===== src/rtl/tape_fsk_pkg.sv =====
package tape_fsk_pkg;
   typedef enum logic [1:0] {
      ST_IDLE = 2'd0,
      ST_SEND = 2'd1,
      ST_TAIL = 2'd2
   } tx_state_t;
endpackage


===== src/rtl/tape_fsk_tone_sel.sv =====
module tape_fsk_tone_sel #(
   parameter int SEL_W    = 3,
   parameter int BASE_LOG = 6,
   parameter int MAX_CODE = 4,
   parameter int SH_W     = 4
) (
   input  logic [SEL_W-1:0] code,
   output logic [SH_W-1:0]  shift
);
   localparam int FULL_CODES = 1 << SEL_W;

   generate
      if (MAX_CODE >= FULL_CODES - 1) begin : g_direct
         always_comb shift = SH_W'(BASE_LOG) + SH_W'(code);
      end else begin : g_clamp
         always_comb begin
            if (int'(code) > MAX_CODE)
               shift = SH_W'(BASE_LOG + MAX_CODE);
            else
               shift = SH_W'(BASE_LOG) + SH_W'(code);
         end
      end
   endgenerate
endmodule


===== src/rtl/tape_fsk_frame.sv =====
module tape_fsk_frame #(
   parameter int DATA_W    = 8,
   parameter int STOP_BITS = 2
) (
   input  logic              clk,
   input  logic              rst_n,
   input  logic              start,
   input  logic [DATA_W-1:0] data,
   input  logic              advance,
   output logic              cur_bit,
   output logic              last_bit
);
   localparam int FRAME_BITS = 1 + DATA_W + STOP_BITS;
   localparam int IDX_W      = $clog2(FRAME_BITS);

   logic [FRAME_BITS-1:0] shreg_q;
   logic [IDX_W-1:0]      idx_q;

   always_ff @(posedge clk or negedge rst_n) begin
      if (!rst_n) begin
         shreg_q <= '0;
         idx_q   <= '0;
      end else if (start) begin
         shreg_q <= {{STOP_BITS{1'b1}}, data, 1'b0};
         idx_q   <= '0;
      end else if (advance) begin
         shreg_q <= {1'b0, shreg_q[FRAME_BITS-1:1]};
         idx_q   <= idx_q + 1'b1;
      end
   end

   assign cur_bit  = shreg_q[0];
   assign last_bit = (idx_q == IDX_W'(FRAME_BITS - 1));
endmodule


===== src/rtl/tape_fsk_tx.sv =====
module tape_fsk_tx #(
   parameter int DATA_W     = 8,
   parameter int STOP_BITS  = 2,
   parameter int SEL_W      = 3,
   parameter int BASE_LOG   = 6,
   parameter int MAX_CODE   = 4,
   parameter int PERIOD_LOG = 4
) (
   input  logic              clk,
   input  logic              rst_n,
   input  logic              load,
   input  logic [DATA_W-1:0] data_in,
   input  logic [SEL_W-1:0]  sel_zero,
   input  logic [SEL_W-1:0]  sel_one,
   output logic              busy,
   output logic              sdo
);
   import tape_fsk_pkg::*;

   localparam int MAX_SHIFT = BASE_LOG + MAX_CODE;
   localparam int TICK_W    = PERIOD_LOG + MAX_SHIFT;
   localparam int SH_W      = $clog2(TICK_W);

   generate
      if (BASE_LOG < 1)       begin : g_bad_base   $error("BASE_LOG must be at least 1"); end
      if (PERIOD_LOG < 1)     begin : g_bad_period $error("PERIOD_LOG must be at least 1"); end
      if (MAX_CODE < 0)       begin : g_bad_code   $error("MAX_CODE must not be negative"); end
      if (MAX_CODE >= (1 << SEL_W)) begin : g_bad_sel $error("SEL_W too narrow for MAX_CODE"); end
   endgenerate

   tx_state_t         state_q;
   logic [TICK_W-1:0] tick_q;
   logic [SH_W-1:0]   shx_q, shy_q;
   logic [SH_W-1:0]   shx_d, shy_d;
   logic [SH_W-1:0]   cur_sh, slow_sh;
   logic [SH_W:0]     span_sh;
   logic [TICK_W-1:0] span_mask;
   logic              bit_end;
   logic              cur_bit, last_bit;
   logic              accept, advance;

   tape_fsk_tone_sel #(.SEL_W(SEL_W), .BASE_LOG(BASE_LOG), .MAX_CODE(MAX_CODE), .SH_W(SH_W))
      zero_sel_i (.code(sel_zero), .shift(shx_d));
   tape_fsk_tone_sel #(.SEL_W(SEL_W), .BASE_LOG(BASE_LOG), .MAX_CODE(MAX_CODE), .SH_W(SH_W))
      one_sel_i  (.code(sel_one),  .shift(shy_d));

   assign accept  = (state_q == ST_IDLE) && load;
   assign advance = (state_q == ST_SEND) && bit_end && !last_bit;

   tape_fsk_frame #(.DATA_W(DATA_W), .STOP_BITS(STOP_BITS)) frame_i (
      .clk      (clk),
      .rst_n    (rst_n),
      .start    (accept),
      .data     (data_in),
      .advance  (advance),
      .cur_bit  (cur_bit),
      .last_bit (last_bit)
   );

   always_comb begin
      slow_sh = (shx_q > shy_q) ? shx_q : shy_q;
      span_sh = (SH_W+1)'(PERIOD_LOG) + {1'b0, slow_sh};
      for (int i = 0; i < TICK_W; i++)
         span_mask[i] = (32'(i) < 32'(span_sh));
      bit_end = ~|(~tick_q & span_mask);
      cur_sh  = cur_bit ? shy_q : shx_q;
   end

   always_ff @(posedge clk or negedge rst_n) begin
      if (!rst_n) begin
         state_q <= ST_IDLE;
         tick_q  <= '0;
         shx_q   <= SH_W'(BASE_LOG);
         shy_q   <= SH_W'(BASE_LOG);
      end else begin
         case (state_q)
            ST_IDLE: if (load) begin
               state_q <= ST_SEND;
               tick_q  <= '0;
               shx_q   <= shx_d;
               shy_q   <= shy_d;
            end
            ST_SEND: begin
               if (bit_end) begin
                  tick_q <= '0;
                  if (last_bit) state_q <= ST_TAIL;
               end else begin
                  tick_q <= tick_q + 1'b1;
               end
            end
            default: state_q <= ST_IDLE;
         endcase
      end
   end

   assign busy = (state_q != ST_IDLE);
   assign sdo  = (state_q == ST_SEND) && !tick_q[cur_sh - 1'b1];
endmodule


===== config.mk =====
export PLATFORM = sky130hd
export DESIGN_NAME = tape_fsk_tx
export DESIGN_NICKNAME = d
export VERILOG_FILES = /design/src/rtl/tape_fsk_pkg.sv /design/src/rtl/tape_fsk_tone_sel.sv /design/src/rtl/tape_fsk_frame.sv /design/src/rtl/tape_fsk_tx.sv
export SDC_FILE = /design/constraint.sdc
export NUM_CORES = 1
export LEC_CHECK = 0
export BUFFER_PORTS_ARGS = -buffer_cell sky130_fd_sc_hd__buf_4
export CORE_ASPECT_RATIO = 1.25
export CORE_MARGIN = 2
export CORE_UTILIZATION = 60
export CTS_BUF_LIST = sky130_fd_sc_hd__clkbuf_2 sky130_fd_sc_hd__clkbuf_4 sky130_fd_sc_hd__clkbuf_8
export CTS_CLUSTER_SIZE = 24
export DETAILED_ROUTE_END_ITERATION = 16
export PLACE_DENSITY_LB_ADDON = 0.15
export SYNTH_ARGS = -nofsm -noshare
export SYNTH_HDL_FRONTEND = slang
export SYNTH_HIERARCHICAL = 1
export SYNTH_SLANG_ARGS = --single-unit
export TNS_END_PERCENT = 10

===== constraint.sdc =====
create_clock -name clk -period 4.3 [get_ports clk]
set_input_delay 0 -clock clk [delete_from_list [all_inputs] [get_ports clk]]
set_output_delay 0 -clock clk [all_outputs]
set_load 0.1 [all_outputs]

==> impl_metrics.csv <==
group,metric,value,unit
clock_network,cts_tree,"done",
pwr,power_density,570,nW/µm²
die,die_h,74.4,µm
routing,dr.pass1.iters,4,
clock_network,cts_num_sinks,39,
worst_setup_path,worstSetupPathType,"reg -> reg",
worst_hold_path,hold_path_depth,4,
clock_network,post-cts-setup-buffer-count,0,
final_layout,antenna-diode-count,0,
die,core_area,3780,µm²
worst_setup_path,crit_arrival,3710,ps
outcome,status,"completed",
synth,yosysWarnings,6,
die,start_util,62.9,%
die,io_pins,19,
pwr,total_power,1590,µW
routing,drt-total-wl,4810,µm
clock_network,clockBufferDepth,2,
synth,ys_types,49,
sta,drv_slew,0,
sta,rsz0062_at_grt,"no",
worst_setup_path,worst_setup_path_end_kind,"flop",
clock_network,worstSkewPairLatency,290,ps
synth,ys_async_sr_fraction,100,%
worst_setup_path,cp_common_cell,"nor2b_1",
synth,synth_top_flop_cell,"dfrtp_1",
clock_network,cts_buffers,5,
sta,fin_crit_sh,82.1,%
die,dieArea,4490,µm²
grt,grt_pass1_vias,1879,
run,cap_violations,0,
synth,seq_area_frac_synth,41.2,%
synth,netlist_area,2380,µm²
routing,drc_errors,0,
routing,drt_iter0_drc,146,
die,rows,25,
sta,skew,3.06,ps
sta,worst_pin_slew,625,ps
grt,grt_pass1_wl,8440,µm
grt,antenna_found_initial,0,
grt,grt_overflow,0,
sta,period_needed,3530,ps
die,fp.dieW,60.3,µm
worst_setup_path,critPathSlowestCell,"dfstp_2",
synth,synth_nets,267,
sta,slew_headroom,58.1,%
grt,grt_max_degree,49,
sta,tns,0,ps
pwr,peakVddDrop,0.000345,V
synth,synth_edf_count,0,
sta,max_freq,283,MHz
worst_setup_path,crit_required,4480,ps
final_layout,regArea,981,µm²
routing,ant_nets,0,
synth,ys_ff_latch,39,
final_layout,nNetsFinal,296,
final_layout,multi_input_area,1290,µm²
final_layout,layout_commonest_cell,"dfrtp_1",
synth,syn_avg_cell_area,9.83,µm²
placement,port_buffers,18,
worst_hold_path,hold_path_class,"in -> reg",
worst_setup_path,crit_fanout,17,
placement,gp_congestion,0.843,
worst_setup_path,cpPeakStageDelay,560,ps
pwr,static-leakage-power,0.00114,µW
final_layout,final_cell_mix,"dfrtp_1, nand2_1, nor2_1, buf_4, mux2i_1",
final_layout,nFillCells,265,
clock_network,root_buffer,"clkbuf_8",
routing,viasPerCell,5.59,
grt,grt_usage,25.2,%
clock_network,clk_pin_slew,80,ps
routing,vias,1821,
clock_network,cts-htree-levels,2,
placement,hpwl,3250,µm
sta,hold_viol,0,
routing,post_drt_wl_per_cell,14.8,µm
sta,setup_viol,0,
synth,synthCells,242,
worst_setup_path,worstSetupStartpointType,"flop",
final_layout,area_growth,17.4,%
final_layout,drive_above_1_share,17.6,%
worst_setup_path,crit_path_cell_trace,"inv_1, ha_1, nor2b_1, o211a_1, o21ai_4, mux2i_1, o211ai_1, a2111oi_4, buf_4, nor2b_1, buf_4, nor2b_1, a211o_1",
worst_setup_path,rr_worst_depth,13,
cell families (layout without fill, tap and decap cells):
logic type	after synthesis	count (layout)	share of synthesized area, %
AND/OR/NAND/NOR	93	93	18.9
XOR/XNOR	12	12	4.42
AO/OA/AOI/OAI	42	42	12.8
flip-flops	39	39	41.2
multiplexers	26	26	13.7
buffers and inverters	22	52	4.73
adder cells (fa/ha/maj)	8	8	4.21
per-stage QoR:
stage	setup slack [ps]	cells	instance area [µm²]	util [%]	hold WS [ps]
detailed placement	793	306	2540	67.0	1.94
global placement	927	306	2540	67.0	0.616
floorplan	1040	242	2380	-	-296
CTS	788	326	2790	73.8	11.6
global route	508	326	2790	73.8	34.0
finish	769	326	2790	73.8	11.2
cell usage after synthesis (6+ instances only):
library cell | number | area, µm²
inv_1 | 10 | 37.5
nand2_1 | 25 | 93.8
mux2i_1 | 15 | 150
dfrtp_1 | 35 | 876
nor3_1 | 12 | 60.1
nor2_1 | 22 | 82.6
o21ai_0 | 13 | 65.1
xnor2_1 | 7 | 61.3
nor2b_1 | 8 | 50.1
nand3_1 | 7 | 35.0
o21ai_1 | 6 | 30.0
ha_1 | 8 | 100
state kept, by name, indices dropped and copies added (netlist names):
| register | flops |
|---|---|
| state_q | 2 |
| shx_q | 4 |
| frame_i/idx_q | 4 |
| frame_i/shreg_q | 11 |
| tick_q | 14 |
| shy_q | 4 |
routing by layer:
metal  up-vias  part of all wire (%)  track usage, %
met1       862                    45            32.2
met2        39                    50            42.3
li1        910                     -               -
met5         -                     0               0
met4         0                   2.0            9.88
met3        10                   3.1            4.17
final timing paths:
| path | from | to | slack (ps) |
|---|---|---|---|
| worst min register to register | frame_i/shreg_q[10] | frame_i/shreg_q[10] | 490 |
| worst max register to register | shy_q[1] | frame_i/shreg_q[9] | 770 |
| max in group asynchronous | rst_n | shx_q[1] | 3740 |
| worst min-delay path | sel_zero[2] | shx_q[0] | 10 |
| worst max-delay path | shy_q[1] | frame_i/shreg_q[9] | 770 |
| min in group asynchronous | rst_n | shy_q[3] | 210 |
report_power, final:
group / internal, µW / switching (µW)
clock network: 238 / 128
registers: 481 / 125
logic: 286 / 334
cell type report:
class	instances	share of cell area, %
Clock inverter	2	2.15
Timing Repair Buffer	33	9.95
Clock buffer	6	2.73
Tap cell	54	2.42
Multi-Input combinational cell	181	46.1
Inverter	11	1.48
Sequential cell	39	35.1
what timing repair did:
action / 4_1_cts / 5_1_grt
hold buffers: 12 / 0
hold endpoints to repair: 46 / 0
gates resized for setup: 0 / 0
critical path, delay by kind of cell (launching register included):
kind	cells	cell delay (ps)
AOI/OAI and AO/OA	5	1350
adders and majority gates	1	290
buffers and inverters	3	560
DFF	1	560
muxes	1	270
and+or+nand+nor	3	390
Note: power is estimated with default switching activity, not from simulation.
